[config.mk]
export PLATFORM = sky130hd
export DESIGN_NAME = cap_field_dma
export DESIGN_NICKNAME = d
export VERILOG_FILES = /design/src/rtl/cap_pkg.sv /design/src/rtl/cap_cfg_bank.sv /design/src/rtl/cap_walker.sv /design/src/rtl/cap_irq.sv /design/src/rtl/cap_field_dma.sv
export SDC_FILE = /design/constraint.sdc
export NUM_CORES = 1
export LEC_CHECK = 0
export ABC_CLOCK_PERIOD_IN_PS = 11550
export CORE_MARGIN = 1
export CORE_UTILIZATION = 60
export CTS_CLUSTER_DIAMETER = 30
export DETAILED_ROUTE_END_ITERATION = 12
export DONT_BUFFER_PORTS = 1
export PLACE_DENSITY = 0.75
export SLEW_MARGIN = 10
export SYNTH_ARGS = -nofsm -noshare
export SYNTH_HDL_FRONTEND = slang
export SYNTH_HIERARCHICAL = 1
export SYNTH_SLANG_ARGS = --single-unit
export TNS_END_PERCENT = 20
[constraint.sdc]
create_clock -name clk -period 11.55 [get_ports clk]
set_input_delay 0 -clock clk [delete_from_list [all_inputs] [get_ports clk]]
set_output_delay 0 -clock clk [all_outputs]
set_load 0.01 [all_outputs]
[src/rtl/cap_pkg.sv]
package cap_pkg;
    parameter int CAP_ADDR_W = 32;
    parameter int CAP_LEN_W  = 16;
    parameter int CAP_DATA_W = 8;
    parameter logic [CAP_DATA_W-1:0] CAP_SYNC = 8'h47;

    typedef struct packed {
        logic [CAP_ADDR_W-1:0] base_odd;
        logic [CAP_ADDR_W-1:0] base_even;
        logic [CAP_ADDR_W-1:0] prot;
        logic [CAP_LEN_W-1:0]  pitch;
        logic [CAP_LEN_W-1:0]  lines;
        logic [CAP_LEN_W-1:0]  bpl;
    } cap_cfg_t;
endpackage

[src/rtl/cap_cfg_bank.sv]
module cap_cfg_bank
    import cap_pkg::*;
#(
    parameter int DEF_LINES = 2,
    parameter int DEF_BYTES = 4
) (
    input  logic     clk,
    input  logic     rst_n,
    input  logic     upload,
    input  cap_cfg_t new_cfg,
    input  logic     at_start,
    output cap_cfg_t eff
);
    localparam int A = CAP_ADDR_W;
    localparam int L = CAP_LEN_W;
    localparam int HALF = DEF_LINES * DEF_BYTES;

    localparam cap_cfg_t DEF_CFG = '{
        base_odd:  '0,
        base_even: A'(HALF),
        prot:      A'(2 * HALF),
        pitch:     L'(DEF_BYTES),
        lines:     L'(DEF_LINES),
        bpl:       L'(DEF_BYTES)
    };

    typedef struct packed {
        cap_cfg_t act;
        cap_cfg_t shd;
        logic     pend;
    } bank_t;

    bank_t    s_d, s_q;
    cap_cfg_t eff_c;

    always_comb begin
        s_d   = s_q;
        eff_c = (at_start && s_q.pend) ? s_q.shd : s_q.act;
        if (at_start) begin
            s_d.act  = eff_c;
            s_d.pend = 1'b0;
        end
        if (upload) begin
            s_d.shd  = new_cfg;
            s_d.pend = 1'b1;
        end
    end

    assign eff = eff_c;

    always_ff @(posedge clk or negedge rst_n) begin
        if (!rst_n) begin
            s_q <= '{act: DEF_CFG, shd: DEF_CFG, pend: 1'b0};
        end else begin
            s_q <= s_d;
        end
    end
endmodule

[src/rtl/cap_walker.sv]
module cap_walker
    import cap_pkg::*;
#(
    parameter int LIMIT_W = 16
) (
    input  logic                  clk,
    input  logic                  rst_n,
    input  logic                  in_valid,
    input  logic [CAP_DATA_W-1:0] in_data,
    input  cap_cfg_t              cfg,
    output logic                  at_start,
    output logic                  ev_field,
    output logic                  ev_prot,
    output logic                  wr_en,
    output logic [CAP_ADDR_W-1:0] wr_addr,
    output logic [CAP_DATA_W-1:0] wr_data,
    output logic                  field_id,
    output logic                  field_ok,
    output logic [CAP_ADDR_W-1:0] cur_ptr
);
    localparam int A = CAP_ADDR_W;
    localparam int L = CAP_LEN_W;
    localparam int D = CAP_DATA_W;

    typedef struct packed {
        logic               field;
        logic [L-1:0]       line;
        logic [L-1:0]       col;
        logic [LIMIT_W-1:0] lbase;
        logic [D-1:0]       first;
        logic               wr_en;
        logic [A-1:0]       wr_addr;
        logic [D-1:0]       wr_data;
        logic               fid;
        logic               fok;
    } walk_t;

    walk_t              s_d, s_q;
    logic [LIMIT_W-1:0] off;
    logic [A-1:0]       base;
    logic [A-1:0]       addr;
    logic [D-1:0]       sync_byte;
    logic               last_col;
    logic               last_line;
    logic               ev_field_c;
    logic               ev_prot_c;

    assign at_start = (s_q.line == '0) && (s_q.col == '0);

    always_comb begin
        s_d        = s_q;
        s_d.wr_en  = 1'b0;
        ev_field_c = 1'b0;
        ev_prot_c  = 1'b0;
        off        = s_q.lbase + LIMIT_W'(s_q.col);
        base       = s_q.field ? cfg.base_even : cfg.base_odd;
        addr       = base + A'(off);
        last_col   = (s_q.col == cfg.bpl - L'(1));
        last_line  = (s_q.line == cfg.lines - L'(1));
        sync_byte  = at_start ? in_data : s_q.first;
        if (in_valid) begin
            s_d.first   = sync_byte;
            s_d.wr_addr = addr;
            s_d.wr_data = in_data;
            if (addr < cfg.prot) begin
                s_d.wr_en = 1'b1;
            end else begin
                ev_prot_c = 1'b1;
            end
            if (last_col) begin
                s_d.col   = '0;
                s_d.lbase = s_q.lbase + LIMIT_W'(cfg.pitch);
                if (last_line) begin
                    s_d.line   = '0;
                    s_d.lbase  = '0;
                    s_d.field  = ~s_q.field;
                    s_d.fid    = s_q.field;
                    s_d.fok    = (sync_byte == CAP_SYNC);
                    ev_field_c = 1'b1;
                end else begin
                    s_d.line = s_q.line + L'(1);
                end
            end else begin
                s_d.col = s_q.col + L'(1);
            end
        end
    end

    always_ff @(posedge clk or negedge rst_n) begin
        if (!rst_n) begin
            s_q <= '0;
        end else begin
            s_q <= s_d;
        end
    end

    assign ev_field = ev_field_c;
    assign ev_prot  = ev_prot_c;
    assign wr_en    = s_q.wr_en;
    assign wr_addr  = s_q.wr_addr;
    assign wr_data  = s_q.wr_data;
    assign field_id = s_q.fid;
    assign field_ok = s_q.fok;
    assign cur_ptr  = addr;
endmodule

[src/rtl/cap_irq.sv]
module cap_irq (
    input  logic       clk,
    input  logic       rst_n,
    input  logic       ev_field,
    input  logic       ev_prot,
    input  logic [1:0] sts_clr,
    output logic       field_irq,
    output logic       prot_irq,
    output logic [1:0] sts
);
    typedef struct packed {
        logic       fi;
        logic       pi;
        logic [1:0] sts;
    } irq_t;

    irq_t s_d, s_q;

    always_comb begin
        s_d     = s_q;
        s_d.fi  = ev_field;
        s_d.pi  = ev_prot;
        s_d.sts = (s_q.sts & ~sts_clr) | {ev_prot, ev_field};
    end

    always_ff @(posedge clk or negedge rst_n) begin
        if (!rst_n) begin
            s_q <= '0;
        end else begin
            s_q <= s_d;
        end
    end

    assign field_irq = s_q.fi;
    assign prot_irq  = s_q.pi;
    assign sts       = s_q.sts;
endmodule

[src/rtl/cap_field_dma.sv]
module cap_field_dma
    import cap_pkg::*;
#(
    parameter int LIMIT_W   = 16,
    parameter int DEF_LINES = 2,
    parameter int DEF_BYTES = 4
) (
    input  logic                    clk,
    input  logic                    rst_n,
    input  logic                    in_valid,
    input  logic [CAP_DATA_W-1:0]   in_data,
    input  logic                    cfg_upload,
    input  logic [CAP_ADDR_W-1:0]   cfg_base_odd,
    input  logic [CAP_ADDR_W-1:0]   cfg_base_even,
    input  logic [CAP_ADDR_W-1:0]   cfg_prot,
    input  logic [CAP_LEN_W-1:0]    cfg_pitch,
    input  logic [2*CAP_LEN_W-1:0]  cfg_geom,
    input  logic [1:0]              sts_clr,
    output logic                    wr_en,
    output logic [CAP_ADDR_W-1:0]   wr_addr,
    output logic [CAP_DATA_W-1:0]   wr_data,
    output logic                    field_irq,
    output logic                    field_id,
    output logic                    field_ok,
    output logic                    prot_irq,
    output logic [CAP_ADDR_W-1:0]   cur_ptr,
    output logic [1:0]              sts
);
    localparam int L = CAP_LEN_W;

    cap_cfg_t new_cfg;
    cap_cfg_t eff;
    logic     at_start;
    logic     ev_field;
    logic     ev_prot;

    always_comb begin
        new_cfg.base_odd  = cfg_base_odd;
        new_cfg.base_even = cfg_base_even;
        new_cfg.prot      = cfg_prot;
        new_cfg.pitch     = cfg_pitch;
        new_cfg.lines     = cfg_geom[2*L-1:L];
        new_cfg.bpl       = cfg_geom[L-1:0];
    end

    cap_cfg_bank #(
        .DEF_LINES (DEF_LINES),
        .DEF_BYTES (DEF_BYTES)
    ) i_bank (
        .clk      (clk),
        .rst_n    (rst_n),
        .upload   (cfg_upload),
        .new_cfg  (new_cfg),
        .at_start (at_start),
        .eff      (eff)
    );

    cap_walker #(
        .LIMIT_W (LIMIT_W)
    ) i_walk (
        .clk      (clk),
        .rst_n    (rst_n),
        .in_valid (in_valid),
        .in_data  (in_data),
        .cfg      (eff),
        .at_start (at_start),
        .ev_field (ev_field),
        .ev_prot  (ev_prot),
        .wr_en    (wr_en),
        .wr_addr  (wr_addr),
        .wr_data  (wr_data),
        .field_id (field_id),
        .field_ok (field_ok),
        .cur_ptr  (cur_ptr)
    );

    cap_irq i_irq (
        .clk       (clk),
        .rst_n     (rst_n),
        .ev_field  (ev_field),
        .ev_prot   (ev_prot),
        .sts_clr   (sts_clr),
        .field_irq (field_irq),
        .prot_irq  (prot_irq),
        .sts       (sts)
    );
endmodule

# Word-level counts from Yosys, hierarchy flattened
# Index checks and enable logic that the tools add are counted.
dict set report classes {
  addsub 7
  order_cmp 1
  eq_ne 3
  muxes 17
  bitwise_logic 4
  n_reduce_logical 7
}
# cell count
set op_table {}
lappend op_table {{144-bit two-way mux} 1}
lappend op_table {{16-bit two-way mux} 3}
lappend op_table {{43-bit two-way mux} 1}
lappend op_table {{16-bit by 1-bit adder with 16-bit output (second input constant)} 2}
lappend op_table {{16-bit adder} 2}
lappend op_table {{32-bit by 16-bit adder with 32-bit output} 1}
lappend op_table {{16-bit equality test} 2}
lappend op_table {{16-bit logical NOT} 2}
lappend op_table {{32-bit < comparator} 1}
lappend op_table {{32-bit two-way mux} 1}
lappend op_table {{16-bit by 1-bit subtractor with 16-bit output (second input constant)} 2}
lappend op_table {{8-bit by 7-bit equality test with 1-bit output (second input constant)} 1}
lappend op_table {{1-bit two-way mux} 8}
lappend op_table {{8-bit two-way mux} 1}
lappend op_table {{2-bit two-way mux} 2}
lappend op_table {{3-bit AND reduction} 1}
lappend op_table {{2-bit AND} 1}
lappend op_table {{1-bit logical AND} 2}
lappend op_table {{2-bit NOT} 1}
lappend op_table {{2-bit OR} 1}
lappend op_table {{2-bit AND reduction} 1}
lappend op_table {{2-bit nonzero test} 1}
lappend op_table {{1-bit NOT} 1}
dict set report totals {
  reg_bits 393
  inputBits 158
  output_inout_bits 79
  elab_cells 65
}

# Logic depth before layout (Yosys ltp)
# Gate-level depths: netlist of run 1.
dict set report logic_depth {
  ltp_word 10
  mapped_depth 29
  ltp_nobuf 28
}

# Hierarchy
# Netlist of run 1, hierarchy kept.
# module instances cells_each area_per_inst_um2 seq_area_each_um2
set modules_own_cells {}
lappend modules_own_cells {cap_cfg_bank 1 771 12529.5 7244.4}
lappend modules_own_cells {cap_walker 1 1092 9509.1 2502.4}
lappend modules_own_cells {cap_irq 1 8 122.6 100.1}

# Worst setup path before layout of run 1
# No wires, ideal clock.
dict set report synth_timing {
  kind {register -> register}
  startpoint {reg i_walk/s_q[89] (netlist bit)}
  endpoint {reg i_irq.s_q, in the netlist i_irq/sts[1]}
  setup_ps 118
  arrival_ps 5918
  t_required_ps 11432
  path_slack_ps 5514
  path_stages_with_launch 27
  n_path_buf 4
  period_less_slack_ps 6036
  path_cell_list {dfrtp_1 -> clkbuf_1 -> nor4_1 -> nand4_1 -> nor2_1 -> nand2_2 -> buf_6 -> buf_6 -> mux2_1 -> mux2_2 -> ha_1 -> buf_2 -> nand2_1 -> or4_1 -> a211o_1 -> a31oi_1 -> nand3b_1 -> xor2_1 -> ha_1 -> a21o_1 -> a21o_1 -> a21o_1 -> a21oi_1 -> nor2_1 -> a211oi_1 -> a21boi_0 -> a21o_1}
}
# element line_no
set synth_rtl {}
lappend synth_rtl {{from (decl)} cap_walker.sv:38} ;# walk_t s_d, s_q;
lappend synth_rtl {{from (signal assigned)} cap_walker.sv:91} ;# s_q <= '0;
lappend synth_rtl {{from (signal assigned)} cap_walker.sv:93} ;# s_q <= s_d;
lappend synth_rtl {{to (signal assigned)} cap_irq.sv:28} ;# s_q <= '0;
lappend synth_rtl {{to (signal assigned)} cap_irq.sv:30} ;# s_q <= s_d;
lappend synth_rtl {{to (decl)} cap_irq.sv:17} ;# irq_t s_d, s_q;

==> qor.yml, run 1 <==
drt:
  dr_wl_met2_um: 27060
  routedWlPerCell_um: 21.01
  drt_iter0_drc: 874
  num_vias: 15150
  avgViaCountPerCell: 5.943
  firstDrtPassIters: 5
  wl_um: 53540
  top_layer: "met4"
  drc: 0
  met3_length_um: 2678
  met1_length_um: 21920
  drtAntennaViolNets: 0
synthesis:
  synthXorXnorAreaFrac: 0.04330
  synth_flop_cell: "dfrtp_1"
  ys_seq_elements: 393
  ys_seq_area_frac: 0.4443
  synthSimpleGateAreaFrac: 0.07921
  yosys_warnings: 6
  synth_fa_ha_area_frac: 0.04957
  synth_edf_count: 0
  syn_inst: 1871
  yosys.cell_types.count: 73
  avgSynthCellArea_um2: 11.84
  async_reset_ff_frac: 1.000
  syn_nets: 2115
  muxShareOfSynthArea: 0.2648
  synth_compound_area_frac: 0.06792
  synth_area_um2: 22160
  synth_top_family_by_area: "multiplexers"
timing:
  layout_setup_ws_ns: 3.514
  grt_setup_unrepaired: "no"
  max_freq_mhz: 124.4
  setup_viol: 0
  skew_ns: 0.02499
  slew-limit-headroom: 0.2358
  maxSlewViolCount: 0
  fin_crit_sh: 0.6958
  tns_ns: 0
  fin_crit_ns: 8.036
  worst_pin_slew_ns: 1.138
  hold_viol_final: 0
pwr:
  ir_drop_v: 0.0001311
  p_leak_nw: 12.78
  p_per_area_nw_per_um2: 170.6
floorplanning:
  die_w_um: 194.2
  coreArea_um2: 36430
  ios: 237
  die_y_um: 194.2
  rows: 70
  dieArea_um2: 37710
  initial_utilization: 0.6082
cells_and_area:
  drive_gt1_frac: 0.2364
  nets: 2246
  fin_util: 0.7408
  fin_cells: 2549
  fillers: 2329
  area_delta_synth_final_pct: 21.79
min_path:
  whs_endpoint: "i_bank/s_q[0]"
  min_from: "cfg_upload"
  holdCritPathClass: "input port to flip-flop"
  holdPathStages: 2
critical_path:
  r2r_slack_ns: 3.51
  cp_top_family: "simple AND/OR/NAND/NOR gates"
  worst-path-buf-inv: 3
  cpMaxStageDelayCell: "nor2_1"
  cp.required_ns: 12.02
  crit_arrival_ns: 8.51
  worstSetupEndpointType: "flip-flop"
  crit_fanout: 88
  rr_startpoint: "i_walk/s_q[68]"
  rr_endpoint: "i_irq/sts[1]"
  cp_slowest_stage_delay_ns: 0.64
  crit_cells: 26
  reg2reg_depth: 26
  cp_common_cell: "a21o_1"
  critPathKind: "flip-flop to flip-flop"
  cp-start-kind: "flip-flop"
grt:
  grt_max_degree: 394
  grt_pass1_wl_um: 86920
  track_usage: 0.2899
  first_global_vias: 16100
  antenna_found_initial: 4
  gr-total-overflow: 0
clock_network:
  cts_max_level: 3
  cts_made_buffers: 90
  postCtsHoldBufs: 163
  postCtsSetupBuffers: 0
  cts.sinks: 393
  clockBufferDepth: 3
  cts-root-buf: "clkbuf_16"
  cts_tree: "built"
  clkTransAtPathRegs_ns: 0.04
  insertion_delay_ns: 0.59
  post_cts_resized: 0
placement:
  hpwl_um: 33270
  pre_cts_ws_ns: 3.697
  port_buffers: 0
  routabilityCongestion: 0.9502
  place_inst: 2213
outcome:
  outcome: "complete, no violations"
run:
  drv_cap: 0
-- routing by layer --
| layer | up-vias | track usage |
|---|---|---|
| li1 | 7025 | - |
| met1 | 7564 | 0.3561 |
| met2 | 424 | 0.4973 |
| met3 | 136 | 0.05984 |
| met4 | 0 | 0.1202 |
| met5 | - | 0 |
-- report_power, final --
group	switching (mW)	internal, mW	total, mW
logic	0.153	0.152	0.304
registers	0.0803	1.46	1.54
clock network	0.804	1.96	2.76
-- state kept, by name (all words and copies together), names as in the netlist --
signal           count
i_walk/field_id      1
i_walk/wr_data       8
i_walk/s_q          57
i_irq/sts            2
i_bank/s_q         289
i_walk/wr_addr      32
i_walk/field_ok      1
i_irq/prot_irq       1
i_walk/wr_en         1
i_irq/field_irq      1
-- cell families after synthesis --
family | after synthesis
AOI/OAI and AO/OA | 233
adders and majority gates | 86
muxes | 524
xor gates and xnor gates | 108
buffers and inverters | 195
DFF | 393
and+or+nand+nor | 332
-- layout by cell type, fill, tap and decap left out, types with 11 or more instances in the layout --
master,count
nor4_1,13
nor3_1,29
dlygate4sd3_1,160
clkbuf_1,11
ha_1,83
nand3b_1,13
nand4_1,30
and3_1,11
bufinv_16,19
clkbuf_8,11
o21ai_0,46
xor2_1,46
mux2_2,298
nor2_1,62
a21oi_1,63
nand3_1,46
xnor2_1,61
nand2_1,66
inv_1,64
dfrtp_1,382
mux2_1,200
a21o_1,32
mux2i_1,26
a31oi_1,21
clkbuf_16,93
-- worst max-delay path by stage --
stage	startpoint	endpoint	slack [ns]
global placement	i_walk/s_q[68]	i_irq/sts[1]	3.97
global route	i_walk/s_q[68]	i_irq/sts[1]	3.07
floorplan	i_walk/s_q[89]	i_irq/sts[1]	5.51
CTS	i_walk/s_q[68]	i_irq/sts[1]	3.67
finish	i_walk/s_q[68]	i_irq/sts[1]	3.51
detailed placement	i_walk/s_q[68]	i_irq/sts[1]	3.70
-- worst register-to-register path, cell delays in order, from the launching register on --
cell and delay [ns]:
dfrtp_1 0.47, inv_1 0.11, ha_1 0.19, nor4b_1 0.31, nand4_1 0.17, nor2_1 0.64, nand2_8 0.50, buf_4 0.69
mux2_1 0.43, mux2_2 0.27, ha_1 0.44, nand2_1 0.11, or4_1 0.59, a211o_1 0.32, a31oi_1 0.17, buf_4 0.22
nand3b_1 0.11, xor2_1 0.46, ha_1 0.35, a21o_1 0.16, a21o_1 0.16, a21o_1 0.16, a21oi_1 0.13, nor2_1 0.06
a211oi_1 0.31, a21boi_0 0.19, a21o_1 0.18
-- Yosys cell counts (3+ instances only) --
cell	count	area, µm²
o21bai_1	10	75.07
fa_1	3	60.06
xnor2_1	61	534.3
a31o_2	6	52.55
a211oi_1	4	30.03
nor4b_1	3	26.28
nand2b_1	8	50.05
a211o_1	6	52.55
nor3b_1	5	37.54
a31oi_1	21	131.4
nand2_1	66	247.7
nand3_1	46	230.2
and3_1	11	68.82
mux2i_1	26	260.3
or2_2	3	18.77
and4_1	5	43.79
o21a_1	8	60.06
and2_1	7	43.79
nor2_1	62	232.7
dfstp_2	10	262.8
clkbuf_1	27	101.4
buf_6	24	270.3
a21boi_0	3	22.52
buf_2	24	120.1
nor2b_1	9	56.30
or4_1	5	37.54
xor2_1	46	402.9
nand3b_1	13	97.59
buf_4	49	367.9
o31ai_1	4	30.03
inv_1	64	240.2
mux2_2	298	3356
mux2_1	200	2252
nor4_1	13	81.33
or3_1	4	25.02
ha_1	83	1039
dfrtp_1	383	9584
nor3_1	29	145.1
a2111oi_0	5	43.79
a21o_1	32	240.2
nand4_1	30	187.7
buf_1	6	22.52
o211ai_1	4	30.03
a21oi_1	63	315.3
o21ai_0	46	230.2
-- through the flow --
stage | hold WS [ns] | total power [mW] | instance area [µm²]
after detailed placement | -0.2858 | 1.755 | 21910
after CTS | 0.03170 | 4.627 | 26930
after global routing | 0.04753 | 4.751 | 26990
after global placement | -0.2856 | 1.743 | 21910
after floorplan | -0.2956 | 1.716 | 22160
final | 0.01377 | 4.604 | 26990
-- final cells by class --
cell class                      instances  area (µm²)  share of cell area
Multi-Input combinational cell       1283       11200              0.4150
Sequential cell                       393        9848              0.3649
Clock buffer                          115        2520             0.09336
Timing Repair Buffer                  170        1777             0.06583
Clock inverter                         52       809.5             0.02999
Tap cell                              468       585.6             0.02169
Inverter                               64       240.2            0.008900
Antenna cell                            4       10.01           0.0003709
Note: power is estimated with default switching activity, not from simulation.
==> run 2: changes to the inputs <==
--- a/config.mk
+++ b/config.mk
@@ -5,7 +5,7 @@
 export SDC_FILE = /design/constraint.sdc
 export NUM_CORES = 1
 export LEC_CHECK = 0
-export ABC_CLOCK_PERIOD_IN_PS = 11550
+export ABC_CLOCK_PERIOD_IN_PS = 7700
 export CORE_MARGIN = 1
 export CORE_UTILIZATION = 60
 export CTS_CLUSTER_DIAMETER = 30
==> constraint.sdc (replaced) <==
create_clock -name clk -period 7.7 [get_ports clk]
set_input_delay 0 -clock clk [delete_from_list [all_inputs] [get_ports clk]]
set_output_delay 0 -clock clk [all_outputs]
set_load 0.01 [all_outputs]
==> run 2 against run 1 <==
  * Register-to-register slack lost 2.9 ns
  * The flow now finishes with violations (hold timing, slew limit)
  * Worst hold slack got worse by 0.91 ns
  * Via count is 0.81% higher
  * Critical path depth stayed put
  * Clock skew up 0.0064 ns
  * Sequential share of layout area rose by 0.34 points
  * Die area is the same
  * Cell area shrank 0.94%
  * Largest power group unchanged
  * Global-route usage barely moved
==> qor.yml, run 2 (synthesized netlist as in run 1, its figures left out) <==
outcome:
  outcome: "finished, violations left"
  violations: "hold timing, slew limit"
critical_path:
  cp-start-kind: "flip-flop"
  critPathKind: "flip-flop to flip-flop"
  crit_fanout: 87
  crit_arrival_ns: 7.57
  r2r_slack_ns: 0.61
  worst-path-buf-inv: 1
  cp_common_cell: "a21o_1"
  cp.required_ns: 8.19
  cp_slowest_stage_delay_ns: 0.50
  cpMaxStageDelayCell: "xor2_1"
  worstSetupEndpointType: "flip-flop"
  cp_top_family: "compound AO/OA/AOI/OAI gates"
drt:
  drt_iter0_drc: 817
  num_vias: 15270
  avgViaCountPerCell: 5.991
  routedWlPerCell_um: 21.09
  drc: 0
  firstDrtPassIters: 8
  drtAntennaViolNets: 0
  wl_um: 53770
clock_network:
  cts_made_buffers: 89
  insertion_delay_ns: 0.62
  clockBufferDepth: 3
  cts.sinks: 393
  post_cts_resized: 0
  clkTransAtPathRegs_ns: 0.05
  cts_max_level: 3
  postCtsHoldBufs: 158
  cts_tree: "built"
  cts-root-buf: "clkbuf_16"
  postCtsSetupBuffers: 0
cells_and_area:
  multiInputGateArea_um2: 11200
  seq_area_um2: 9848
  drive_gt1_frac: 0.2391
  final_common_cell: "dfrtp_1"
  fillers: 2311
  regMostFlops: "i_bank/s_q"
  fin_cells: 2549
  nets: 2246
  largest_register_ffs: 289
  layout_common_cells: "dfrtp_1, mux2_2, mux2_1, dlygate4sd3_1, clkbuf_16"
  design_area_um2: 26740
  area_delta_synth_final_pct: 20.65
floorplanning:
  dieArea_um2: 37710
  initial_utilization: 0.6082
  rows: 70
  die_y_um: 194.2
  ios: 237
  die_w_um: 194.2
  coreArea_um2: 36430
pwr:
  p_per_area_nw_per_um2: 247.1
  ir_drop_v: 0.0002234
  p_total_mw: 6.607
  p_leak_nw: 12.68
placement:
  port_buffers: 0
  placed_cell_area_um2: 21970
  pre_cts_ws_ns: 0.8227
  place_inst: 2221
  routabilityCongestion: 0.8965
  hpwl_um: 33430
timing:
  maxSlewViolCount: 65
  hold_ws_ns: -0.8994
  layout_setup_ws_ns: 0.6143
  slew-limit-headroom: -0.03701
  max_freq_mhz: 141.1
  worst_pin_slew_ns: 1.556
  hold_viol_final: 394
  tns_ns: 0
  fin_crit_ns: 7.086
  fin_crit_sh: 0.9202
  skew_ns: 0.03135
  grt_setup_unrepaired: "no"
  setup_viol: 0
grt:
  gr-total-overflow: 0
  grt_pass1_wl_um: 86670
  track_usage: 0.2895
  first_global_vias: 16180
  grt_max_degree: 394
  antenna_found_initial: 2
min_path:
  holdCritPathClass: "input port to asynchronous set/reset pin"
run:
  drv_cap: 0
## run 2: path summary, 6_finish.rpt
check                                start               to  cells after the start
max in group asynchronous            rst_n  i_bank/s_q[257]                      0
min                                  rst_n  i_bank/s_q[125]                      0
max                         i_walk/s_q[67]     i_irq/sts[1]                     26
min in group clk                cfg_upload    i_bank/s_q[0]                      2
min reg2reg                i_bank/s_q[223]  i_bank/s_q[223]                      1
max reg2reg                 i_walk/s_q[67]     i_irq/sts[1]                     26
## run 2: where the power goes
group / switching [mW] / internal (mW)
Clock: 1.25 / 2.64
Sequential: 0.125 / 2.18
Combinational: 0.192 / 0.220
## run 2: final cells by class
| class | instances | share of cell area |
|---|---|---|
| Antenna cell | 2 | 0.0001872 |
| Clock buffer | 113 | 0.09195 |
| Clock inverter | 55 | 0.02564 |
| Inverter | 64 | 0.008985 |
| Multi-Input combinational cell | 1283 | 0.4189 |
| Sequential cell | 393 | 0.3683 |
| Tap cell | 468 | 0.02190 |
| Timing Repair Buffer | 171 | 0.06411 |
## run 2: worst register-to-register path, cell delays in order (launching register included)
cell,delay (ns)
dfrtp_1,0.45
inv_1,0.13
ha_1,0.15
nor4b_1,0.30
nand4_1,0.20
nor2_1,0.37
nand2_8,0.42
mux2_1,0.55
mux2_2,0.27
ha_1,0.33
o21ai_0,0.18
nand2b_1,0.12
o41ai_1,0.09
a311o_1,0.38
a21oi_1,0.48
o21bai_1,0.18
xor2_1,0.50
ha_1,0.38
a21o_1,0.19
a21o_1,0.17
a21o_1,0.17
a21o_1,0.17
a21oi_1,0.15
nor2_1,0.07
a211oi_1,0.24
a21boi_0,0.16
a21o_1,0.18
## run 2: per-stage QoR
step / hold WS, ns / utilization
3_5_place_dp: -0.2823 / 0.6031
3_3_place_gp: -0.2874 / 0.6031
6_report: -0.8994 / 0.7339
2_1_floorplan: -0.2956 / -
4_1_cts: -0.9205 / 0.7337
5_1_grt: -0.9185 / 0.7339
## run 2: metal layers
layer / track usage / routed length [µm]
met1: 0.3517 / 22070
met2: 0.5069 / 27570
met3: 0.05497 / 2659
met4: 0.1149 / 1477
met5: 0 / 0
==> run 3: changes to the inputs <==
--- a/config.mk
+++ b/config.mk
@@ -5,13 +5,14 @@
 export SDC_FILE = /design/constraint.sdc
 export NUM_CORES = 1
 export LEC_CHECK = 0
-export ABC_CLOCK_PERIOD_IN_PS = 7700
+export ABC_AREA = 1
+export ABC_CLOCK_PERIOD_IN_PS = 9000
 export CORE_MARGIN = 1
 export CORE_UTILIZATION = 60
 export CTS_CLUSTER_DIAMETER = 30
 export DETAILED_ROUTE_END_ITERATION = 12
 export DONT_BUFFER_PORTS = 1
-export PLACE_DENSITY = 0.75
+export PLACE_DENSITY = 0.76
 export SLEW_MARGIN = 10
 export SYNTH_ARGS = -nofsm -noshare
 export SYNTH_HDL_FRONTEND = slang
==> constraint.sdc (replaced) <==
create_clock -name clk -period 9 [get_ports clk]
set_input_delay 0 -clock clk [delete_from_list [all_inputs] [get_ports clk]]
set_output_delay 0 -clock clk [all_outputs]
set_load 0.01 [all_outputs]
==> run 3 against run 2 <==
  * The flow still finishes with violations (hold timing, slew limit)
  * Non-clock buffer count is 205 higher
  * Global-route usage is 10 points higher
  * Clock power is 14% lower
  * Die area is 1.6% higher
  * Wire length is 40% higher
  * Register-to-register slack better by 1.4 ns
  * Cell count is 54% higher
  * Utilization is 5.5 points higher
  * First-iteration DRC count grew to 2.9 times the previous value
  * Power is 12% lower
  * Count of clock-buffer cells in the layout is 7 lower
  * Clock skew is 0.017 ns higher
  * Largest cell class unchanged
  * Largest power group unchanged
==> qor.yml, run 3 <==
outcome:
  outcome: "finished, violations left"
  violations: "hold timing, slew limit"
cells_and_area:
  final_common_cell: "nand2_1"
  largest_register_ffs: 289
  fin_util: 0.7891
  area_delta_synth_final_pct: 28.95
  nets: 3636
  regMostFlops: "i_bank/s_q"
  drive_gt1_frac: 0.06765
  fin_cells: 3929
  layout_common_cells: "nand2_1, dfrtp_1, dlygate4sd3_1, nand3_1, inv_1"
  design_area_um2: 29030
timing:
  skew_ns: 0.04823
  slew-limit-headroom: -0.1660
  max_freq_mhz: 142.9
  hold_ws_ns: -0.8905
  setup_viol: 0
  grt_setup_unrepaired: "no"
  worst_pin_slew_ns: 1.749
  maxSlewViolCount: 149
  fin_crit_ns: 6.996
  hold_viol_final: 391
  fin_crit_sh: 0.7774
  tns_ns: 0
placement:
  hpwl_um: 41100
  routabilityCongestion: 0.9419
  port_buffers: 0
  placed_cell_area_um2: 22230
  place_inst: 3400
synthesis:
  synth_area_um2: 22510
  post-synth-top-area-cell: "dfrtp_1"
  synth_area_leaders: "dfrtp_1, nand2_1, nand3_1"
  synth_most_common_cell: "nand2_1"
  synth_top_area_share: 0.4258
  syn_inst: 3080
  ys_seq_elements: 393
  yosys_warnings: 6
  syn_nets: 3324
  async_reset_ff_frac: 1.000
  synth_edf_count: 0
  synth_flop_cell: "dfrtp_1"
  yosys.cell_types.count: 47
  netlist_top_cells_count: "nand2_1, dfrtp_1, nand3_1"
  avgSynthCellArea_um2: 7.309
  ys_seq_area_frac: 0.4374
grt:
  antenna_found_initial: 2
  first_global_vias: 22520
  grt_pass1_wl_um: 118600
  grt_max_degree: 394
  track_usage: 0.3944
  gr-total-overflow: 0
clock_network:
  insertion_delay_ns: 0.63
  cts_tree: "built"
  cts_made_buffers: 87
  clkTransAtPathRegs_ns: 0.05
  cts.sinks: 393
  cts-root-buf: "clkbuf_16"
  cts_max_level: 3
  postCtsHoldBufs: 371
  clockBufferDepth: 3
  postCtsSetupBuffers: 0
  post_cts_resized: 0
pwr:
  p_leak_nw: 16.04
  p_total_mw: 5.802
  p_per_area_nw_per_um2: 199.9
  ir_drop_v: 0.0001575
floorplanning:
  die_y_um: 195.7
  ios: 237
  dieArea_um2: 38300
  initial_utilization: 0.6119
  die_w_um: 195.7
  rows: 70
  coreArea_um2: 36790
critical_path:
  cp_slowest_stage_delay_ns: 0.74
  rr_endpoint: "i_irq/sts[1]"
  endpoint: "i_irq/sts[1]"
  worstSetupEndpointType: "flip-flop"
  cp-start-kind: "flip-flop"
  worstSetupStartpoint: "i_walk/s_q[67]"
  crit_arrival_ns: 7.50
  r2r_slack_ns: 2.00
  rr_startpoint: "i_walk/s_q[67]"
  reg2reg_depth: 32
  cp.required_ns: 9.50
  critPathKind: "flip-flop to flip-flop"
  cpMaxStageDelayCell: "nand2_4"
  crit_fanout: 91
  cp_common_cell: "nand2_1"
drt:
  routedWlPerCell_um: 19.13
  drtAntennaViolNets: 0
  wl_um: 75150
  firstDrtPassIters: 9
  avgViaCountPerCell: 5.772
  num_vias: 22680
  drc: 0
  drt_iter0_drc: 2337
run:
  drv_cap: 0
min_path:
  holdCritPathClass: "input port to asynchronous set/reset pin"
run 3: cell count changes after synthesis, moves of 35 or more:
cell,delta
nand2_1,+1380
mux2_2,-298
nand3_1,+219
mux2_1,-200
inv_1,+138
nor2_1,+105
buf_2,+41
xnor2_1,-35
run 3: where the power goes:
part | switching (mW) | internal [mW]
sequential | 0.0958 | 1.86
clock | 1.07 | 2.27
combinational | 0.273 | 0.233
total | 1.44 | 4.36
run 3: cells by family after synthesis:
| family | share of synthesized area |
|---|---|
| xor+xnor | 0.03385 |
| compound gates | 0.04841 |
| simple gates | 0.3557 |
| buf+inv | 0.07576 |
| fa+ha+maj | 0.04880 |
| flops | 0.4374 |
run 3: worst min path at each step:
| stage | start | endpoint | cells after the start |
|---|---|---|---|
| finish | rst_n | i_bank/s_q[20] | 0 |
| floorplan | rst_n | i_bank/s_q[0] | 0 |
| detailed placement | rst_n | i_bank/s_q[20] | 0 |
| CTS | rst_n | i_bank/s_q[19] | 0 |
| global placement | rst_n | i_bank/s_q[20] | 0 |
| global route | rst_n | i_bank/s_q[17] | 0 |
run 3: final cells by class:
cell class,count,area (µm²)
diodes,2,5.005
repair buffers,376,3769
flip-flops and latches,393,9851
clock buffers,106,2401
fillers,2353,7757
clock inverters,50,661.9
well taps,468,585.6
multi-input cells,2325,10970
inverters,209,789.5
run 3: critical path: cells and delay by family, from the launching register on:
family          cells  cell delay [ns]
xor+xnor            1             0.51
simple gates       17             2.73
flops               1             0.42
compound gates      6             1.01
fa+ha+maj           3             0.99
buf+inv             5             1.16
run 3: stage by stage:
step | worst slack (ns) | hold slack (ns)
2_1_floorplan | 4.356 | -0.2956
3_3_place_gp | 2.379 | -0.2863
3_5_place_dp | 2.107 | -0.2807
4_1_cts | 2.117 | -0.9152
5_1_grt | 1.387 | -0.9100
6_report | 2.004 | -0.8905
run 3: metal layers:
layer  global-route usage  wire, µm  vias to the layer above  share of wire
met5                    0         0                        -              0
met4               0.1968      3443                        0          0.046
met3              0.07186      6226                      310          0.083
met2               0.6423     35080                     1302           0.47
met1               0.5086     30400                    10750           0.40
li1                     -         -                    10320              -
